## config.mk

```make
export PLATFORM = sky130hd
export DESIGN_NAME = ee_word_reader
export DESIGN_NICKNAME = d
export VERILOG_FILES = /design/src/rtl/ee_rd_pkg.sv /design/src/rtl/ee_phase_timer.sv /design/src/rtl/ee_rx_shift.sv /design/src/rtl/ee_word_reader.sv
export SDC_FILE = /design/constraint.sdc
export NUM_CORES = 1
export LEC_CHECK = 0
export ABC_AREA = 1
export BUFFER_PORTS_ARGS = -buffer_cell sky130_fd_sc_hd__buf_2
export CORE_MARGIN = 3
export CORE_UTILIZATION = 60
export CTS_BUF_LIST = sky130_fd_sc_hd__clkbuf_4
export DETAILED_ROUTE_END_ITERATION = 10
export PLACE_DENSITY = 0.83
export SLEW_MARGIN = 20
export SYNTH_ARGS = -nofsm -noshare
export SYNTH_HDL_FRONTEND = slang
export SYNTH_SLANG_ARGS = --single-unit
```

## constraint.sdc

```tcl
create_clock -name clk -period 4.1 [get_ports clk]
set_clock_uncertainty 0.1 [all_clocks]
set_input_delay 1.23 -clock clk [delete_from_list [all_inputs] [get_ports clk]]
set_output_delay 1.23 -clock clk [all_outputs]
set_load 0.03 [all_outputs]
```

## src/rtl/ee_rd_pkg.sv

```systemverilog
package ee_rd_pkg;

  typedef enum logic [3:0] {
    ST_IDLE,
    ST_SETUP,   // outgoing bit, clock low, data settling
    ST_HIGH,    // outgoing bit, clock high
    ST_LOW,     // outgoing bit, clock low
    ST_HOLD,    // data-in parked low after the last outgoing bit
    ST_RHIGH,   // receive bit, clock high
    ST_RLOW,    // receive bit, clock low
    ST_CSOFF,   // chip select dropped
    ST_THIGH,   // trailing pulse high
    ST_TLOW     // trailing pulse low
  } rd_state_t;

  localparam int        OPC_W   = 3;
  localparam logic [2:0] OPC_READ = 3'b110;

endpackage

```

## src/rtl/ee_phase_timer.sv

```systemverilog
module ee_phase_timer #(
  parameter int CNT_W = 3
) (
  input  logic             clk,
  input  logic             rst,
  input  logic             load,
  input  logic [CNT_W-1:0] load_val,
  output logic             last
);

  logic [CNT_W-1:0] cnt_q;

  always_ff @(posedge clk) begin
    if (rst) begin
      cnt_q <= '0;
    end else if (load) begin
      cnt_q <= load_val;
    end else if (cnt_q != '0) begin
      cnt_q <= cnt_q - 1'b1;
    end
  end

  assign last = (cnt_q == '0);

  // A reload is only issued on the final cycle of a phase or from idle.
  AST_TMR_RELOAD_AT_END: assert property (@(posedge clk) disable iff (rst)
    load |-> last);

endmodule

```

## src/rtl/ee_rx_shift.sv

```systemverilog
module ee_rx_shift #(
  parameter int DATA_W = 16
) (
  input  logic              clk,
  input  logic              rst,
  input  logic              clear,
  input  logic              shift_en,
  input  logic              bit_in,
  output logic [DATA_W-1:0] value
);

  always_ff @(posedge clk) begin
    if (rst || clear) begin
      value <= '0;
    end else if (shift_en) begin
      value <= {value[DATA_W-2:0], bit_in};
    end
  end

endmodule

```

## src/rtl/ee_word_reader.sv

```systemverilog
module ee_word_reader
  import ee_rd_pkg::*;
#(
  parameter int ADDR_W    = 6,
  parameter int DATA_W    = 16,
  parameter int SETUP_CYC = 2,
  parameter int HIGH_CYC  = 4,
  parameter int LOW_CYC   = 4,
  parameter int HOLD_CYC  = 2
) (
  input  logic              clk,
  input  logic              rst,
  input  logic              start,
  input  logic [ADDR_W-1:0] rd_addr,
  input  logic              ee_do,
  output logic              ee_cs,
  output logic              ee_sk,
  output logic              ee_di,
  output logic              busy,
  output logic              done,
  output logic [DATA_W-1:0] rdata
);

  localparam int FRAME_W = OPC_W + ADDR_W;
  localparam int MAX_A   = (SETUP_CYC > HIGH_CYC) ? SETUP_CYC : HIGH_CYC;
  localparam int MAX_B   = (LOW_CYC > HOLD_CYC) ? LOW_CYC : HOLD_CYC;
  localparam int MAX_CYC = (MAX_A > MAX_B) ? MAX_A : MAX_B;
  localparam int CNT_W   = (MAX_CYC > 1) ? $clog2(MAX_CYC) : 1;
  localparam int MAX_BIT = (FRAME_W > DATA_W) ? FRAME_W : DATA_W;
  localparam int BIT_W   = $clog2(MAX_BIT);

  localparam logic [CNT_W-1:0] L_SETUP = CNT_W'(SETUP_CYC - 1);
  localparam logic [CNT_W-1:0] L_HIGH  = CNT_W'(HIGH_CYC - 1);
  localparam logic [CNT_W-1:0] L_LOW   = CNT_W'(LOW_CYC - 1);
  localparam logic [CNT_W-1:0] L_HOLD  = CNT_W'(HOLD_CYC - 1);
  localparam logic [BIT_W-1:0] LAST_OUT = BIT_W'(FRAME_W - 1);
  localparam logic [BIT_W-1:0] LAST_IN  = BIT_W'(DATA_W - 1);

  rd_state_t          state_q, state_d;
  logic [BIT_W-1:0]   bit_q, bit_d;
  logic [FRAME_W-1:0] frame_q, frame_d;
  logic               tmr_load, tmr_last, cap, clr, done_d;
  logic [CNT_W-1:0]   tmr_val;
  logic [DATA_W-1:0]  sh_value;

  ee_phase_timer #(.CNT_W(CNT_W)) u_timer (
    .clk(clk), .rst(rst), .load(tmr_load), .load_val(tmr_val), .last(tmr_last)
  );

  ee_rx_shift #(.DATA_W(DATA_W)) u_shift (
    .clk(clk), .rst(rst), .clear(clr), .shift_en(cap), .bit_in(ee_do), .value(sh_value)
  );

  always_comb begin
    state_d  = state_q;
    bit_d    = bit_q;
    frame_d  = frame_q;
    tmr_load = 1'b0;
    tmr_val  = '0;
    cap      = 1'b0;
    clr      = 1'b0;
    done_d   = 1'b0;
    unique case (state_q)
      ST_IDLE: if (start) begin
        state_d = ST_SETUP; tmr_load = 1'b1; tmr_val = L_SETUP;
        bit_d = '0; frame_d = {OPC_READ, rd_addr}; clr = 1'b1;
      end
      ST_SETUP: if (tmr_last) begin
        state_d = ST_HIGH; tmr_load = 1'b1; tmr_val = L_HIGH;
      end
      ST_HIGH: if (tmr_last) begin
        state_d = ST_LOW; tmr_load = 1'b1; tmr_val = L_LOW;
      end
      ST_LOW: if (tmr_last) begin
        tmr_load = 1'b1;
        if (bit_q == LAST_OUT) begin
          state_d = ST_HOLD; tmr_val = L_HOLD; bit_d = '0;
        end else begin
          state_d = ST_SETUP; tmr_val = L_SETUP; bit_d = bit_q + 1'b1;
          frame_d = {frame_q[FRAME_W-2:0], 1'b0};
        end
      end
      ST_HOLD: if (tmr_last) begin
        state_d = ST_RHIGH; tmr_load = 1'b1; tmr_val = L_HIGH;
      end
      ST_RHIGH: if (tmr_last) begin
        state_d = ST_RLOW; tmr_load = 1'b1; tmr_val = L_LOW; cap = 1'b1;
      end
      ST_RLOW: if (tmr_last) begin
        tmr_load = 1'b1;
        if (bit_q == LAST_IN) begin
          state_d = ST_CSOFF; tmr_val = L_HOLD;
        end else begin
          state_d = ST_RHIGH; tmr_val = L_HIGH; bit_d = bit_q + 1'b1;
        end
      end
      ST_CSOFF: if (tmr_last) begin
        state_d = ST_THIGH; tmr_load = 1'b1; tmr_val = L_HIGH;
      end
      ST_THIGH: if (tmr_last) begin
        state_d = ST_TLOW; tmr_load = 1'b1; tmr_val = L_LOW;
      end
      ST_TLOW: if (tmr_last) begin
        state_d = ST_IDLE; done_d = 1'b1;
      end
      default: state_d = ST_IDLE;
    endcase
  end

  always_ff @(posedge clk) begin
    if (rst) begin
      state_q <= ST_IDLE;
      bit_q   <= '0;
      frame_q <= '0;
      ee_cs   <= 1'b0;
      ee_sk   <= 1'b0;
      ee_di   <= 1'b0;
      done    <= 1'b0;
      rdata   <= '0;
    end else begin
      state_q <= state_d;
      bit_q   <= bit_d;
      frame_q <= frame_d;
      ee_cs   <= (state_d != ST_IDLE) && (state_d != ST_CSOFF) &&
                 (state_d != ST_THIGH) && (state_d != ST_TLOW);
      ee_sk   <= (state_d == ST_HIGH) || (state_d == ST_RHIGH) || (state_d == ST_THIGH);
      ee_di   <= ((state_d == ST_SETUP) || (state_d == ST_HIGH) || (state_d == ST_LOW)) &&
                 frame_d[FRAME_W-1];
      done    <= done_d;
      if (done_d) rdata <= sh_value;
    end
  end

  assign busy = (state_q != ST_IDLE);

  AST_DONE_ONE_CYCLE: assert property (@(posedge clk) disable iff (rst)
    done |=> !done);
  AST_DONE_NOT_BUSY: assert property (@(posedge clk) disable iff (rst)
    done |-> !busy);
  AST_RDATA_HELD: assert property (@(posedge clk) disable iff (rst)
    !done |-> $stable(rdata));
  AST_DI_STILL_IN_HIGH: assert property (@(posedge clk) disable iff (rst)
    ee_sk |-> $stable(ee_di));
  AST_CS_FALL_QUIET: assert property (@(posedge clk) disable iff (rst)
    $fell(ee_cs) |-> (!ee_sk && !ee_di));
  AST_CS_WHEN_IDLE: assert property (@(posedge clk) disable iff (rst)
    !busy |-> !ee_cs);

endmodule

```

# Word level (Yosys, flattened, before mapping)
# Cells that the tools add are included.
# word_totals
reg_bits,55
input_bits,10
word_cells,95
# classes
add_sub_neg,2
n_eq_ne,24
n_mux,37
n_reduce_logical,21
# ops
operator,n
4-bit two-way mux,15
4-bit case mux with 10 select lines,1
9-bit two-way mux,3
"4-bit by 3-bit == test with 1-bit output, second input constant",5
"4-bit == test, second input constant",5
9-bit case mux with 2 select lines,1
"4-bit by 2-bit == test with 1-bit output, second input constant",4
2-bit two-way mux,6
4-bit case mux with 3 select lines,1
"2-bit inequality test, second input constant",5
"4-bit by 1-bit == test with 1-bit output, second input constant",2
"4-bit inequality test, second input constant",2
2-bit case mux with 4 select lines,1
4-bit nonzero test,2
8-bit OR reduction,1
1-bit two-way mux,7
2-bit nonzero test,3
6-bit OR reduction,1
1-bit logical OR,5
5-bit AND reduction,1
"4-bit by 1-bit adder with 4-bit output, second input constant",1
1-bit logical AND,4
4-bit zero test,1
"4-bit by 3-bit inequality test with 1-bit output, second input constant",1
6 further kinds,6

# Depth between registers and ports, before layout
# logic_depth
word_depth,8
depth_mapped,13

# By module
# From an unflattened synthesis, not the netlist that was laid out.
# hier_totals
hier_cells,375
hier_area_um2,2702.6
# by_module_without_submodules
mod,instances,cells_each,area_each_um2
ee_word_reader,1,257,1893.1
ee_rx_shift,1,101,695.7
ee_phase_timer,1,17,113.9

# Worst setup path after synthesis
# No wires, ideal clock.
# synth_timing
path_type,flip-flop to output port
startpoint,register state_q[0]
endpoint,output busy
arrival_ns,0.762
slack_ns,2.008
stages_incl_launch_ff,4
path_buffers,1
cell_sequence,dfxtp_1 > buf_2 > nor2_2 > nand2_2
# synth_between
elab_chain_len,1
# synth_lines
element,line_no,rtl
"start, declared",ee_word_reader.sv:39,"rd_state_t state_q, state_d;"
"start signal, assigned",ee_word_reader.sv:121,state_q <= state_d;
4-bit nonzero test,ee_word_reader.sv:134,assign busy = (state_q != ST_IDLE);
"end, declared",ee_word_reader.sv:19,"output logic busy,"
# No other way between the ends.

# Final worst setup path
# layout_timing
startpoint,register state_q[1]
endpoint,output busy
# Same word-level chain as after synthesis.

==> impl_metrics.toml <==
[synthesis]
yosysTopAreaCell = "dfxtp_1"
ys_warn_count = 0
ys_seq_area_frac = 0.452
synthTopCellsByCount = "nand2_1, nor2_1, dfxtp_1, a21oi_1, o21ai_0"
yosys.area.top_type_share = 0.452
ys_ff_latch = 55
ys_types = 28
netlist_instances = 343
yosys_most_used_dff = "dfxtp_1"
synth_area_leaders = "dfxtp_1, nand2_1, nor2_1, a21oi_1, o21ai_0"
synth_area_per_cell_sq_um = 7.09
synth_area_sq_um = 2430
async_flop_share = 0
synth_fp_nets = 357
yosysMostFrequentCell = "nand2_1"
synth_edf_count = 0

[worst_setup_path]
required_ns = 2.77
end_kind = "output port"
reg2reg_from = "u_timer.cnt_q[0]"
crit_type = "flop to output port"
crit_fanout = 7
cp-start-kind = "flop"
r2r_cells = 7
crit_path_start = "state_q[1]"
critPathArrivalTime_ns = 1.38

[power_and_ir_drop]
vdd_ir_drop_max_v = 0.000240
p_leak_nw = 1.24
powerDensity_nw_per_um2 = 506
p_total_mw = 1.34

[placed_design]
place_ws_ns = 1.57
placed_cell_area_sq_um = 2590
dp_hpwl_mm = 3.41
gp_congestion = 0.843
io_buffer_count = 30

[sta]
hold_viol = 0
setup-tns-final_ns = 0
max_slew_margin = 0.404
slew_violations = 0
rsz0062_at_grt = "false"
fmax_mhz = 369
min_period_ns = 2.71
finalSetupViolCount = 0
period_share = 0.660
setup_slack_ns = 1.39
worst_slew_pin_slew_ns = 0.889

[global_routing]
globalRouteOverflowTotal = 0
antenna_found_initial = 0
grt_max_degree = 18
grt_pass1_vias = 2016
track_usage = 0.206
grt_first_pass_wirelength_mm = 8.42

[clock_tree]
postCtsHoldBufs = 0
clock_path_buffers = 2
clkLatencyLatePin_ns = 0.37
path_clk_slew_ns = 0.15
post_cts_buffers = 0
cts.sinks = 55
clockRootBuffer = "clkbuf_4"
cts_max_level = 2
cts_tree = "yes"
cts_buffers = 5
cts_resized = 0

[drt]
drt_iter0_markers = 150
wire_per_inst_um = 11.6
first_pass_iters = 5
post-route-drc-count = 0
ant_nets = 0
avgViaCountPerCell = 5.45
drt_wl_total_mm = 4.88
vias = 2283

[floorplan]
start_util = 0.645
rows = 22
die_width_um = 69.7
core-area_sq_um = 3770
io_pins = 31
fp.dieH_um = 69.7
dieArea_sq_um = 4860

[status]
status = "finished, final reports clean"

[cells_and_area]
drive_above_1_share = 0.162
fin_nets = 384
area_growth_pct = 9.00
design_area_sq_um = 2650
antenna_cells = 0

[hold_path]
holdCritStartpoint = "u_shift.value[15]"
hp-class = "flop to flop"
min_path_cells = 2

[run]
max_cap_violations = 0
kinds of logic after synthesis:
kind of cell | Yosys count | share of synthesized area
fa+ha+maj | 4 | 0.0206
buf+inv | 37 | 0.0632
compound gates | 78 | 0.174
simple gates | 169 | 0.289
flops | 55 | 0.452
critical path: stages (launching register included):
cell and delay, ns:
dfxtp_1 0.54, nor2_2 0.12, nand2_2 0.13, buf_2 0.21
power breakdown:
group / switching, mW / internal, mW / total (mW)
sequential: 0.0452 / 0.600 / 0.645
combinational: 0.320 / 0.144 / 0.464
clock: 0.160 / 0.0735 / 0.234
worst paths after layout:
check,end,slack (ns)
hold / removal,u_shift.value[15],0.37
hold reg to reg,u_shift.value[15],0.37
setup / recovery,busy,1.39
setup reg to reg,rdata[12],1.61
per-stage QoR:
step | util | hold WS, ns | std cells
CTS | 0.703 | 0.376 | 419
global placement | 0.688 | 0.351 | 411
floorplan | - | 0.333 | 343
global route | 0.703 | 0.405 | 419
finish | 0.703 | 0.374 | 419
detailed placement | 0.688 | 0.358 | 411
sequential cells by signal (all words and copies together), names as in the netlist:
register and flops:
bit_q 4, done 1, u_shift.value 16, ee_sk 1, frame_q 9, ee_di 1, ee_cs 1, rdata 16
u_timer.cnt_q 2, state_q 4
per-layer routing:
| layer | track usage | wire length (um) | share of wire | up-vias |
|---|---|---|---|---|
| met2 | 0.353 | 2380 | 0.49 | 73 |
| li1 | - | - | - | 1169 |
| met1 | 0.257 | 2140 | 0.44 | 1030 |
| met3 | 0.0319 | 265 | 0.054 | 11 |
| met5 | 0 | 0 | 0 | - |
| met4 | 0.0851 | 92 | 0.019 | 0 |
cell type report:
type                       instances  area (sq um)
inverter                          26          97.6
clock buffer                       6          45.0
timing repair buffer              31           158
fill                             337          1120
clock inverter                     2          12.5
tap                               48          60.1
multi-input combinational        251          1180
sequential                        55          1100
cells in the final DEF, fill, tap and decap left out, drive strengths merged, types with 2 or more instances in the layout:
| cell | instances |
|---|---|
| nor2 | 63 |
| nand2 | 87 |
| a22oi | 5 |
| clkinv | 3 |
| and2 | 2 |
| nor3 | 2 |
| o21ai | 38 |
| clkbuf | 6 |
| nand3 | 14 |
| ha | 4 |
| buf | 31 |
| dfxtp | 55 |
| o211ai | 2 |
| a21oi | 31 |
| inv | 25 |
Note: power is estimated with default switching activity, not from simulation.
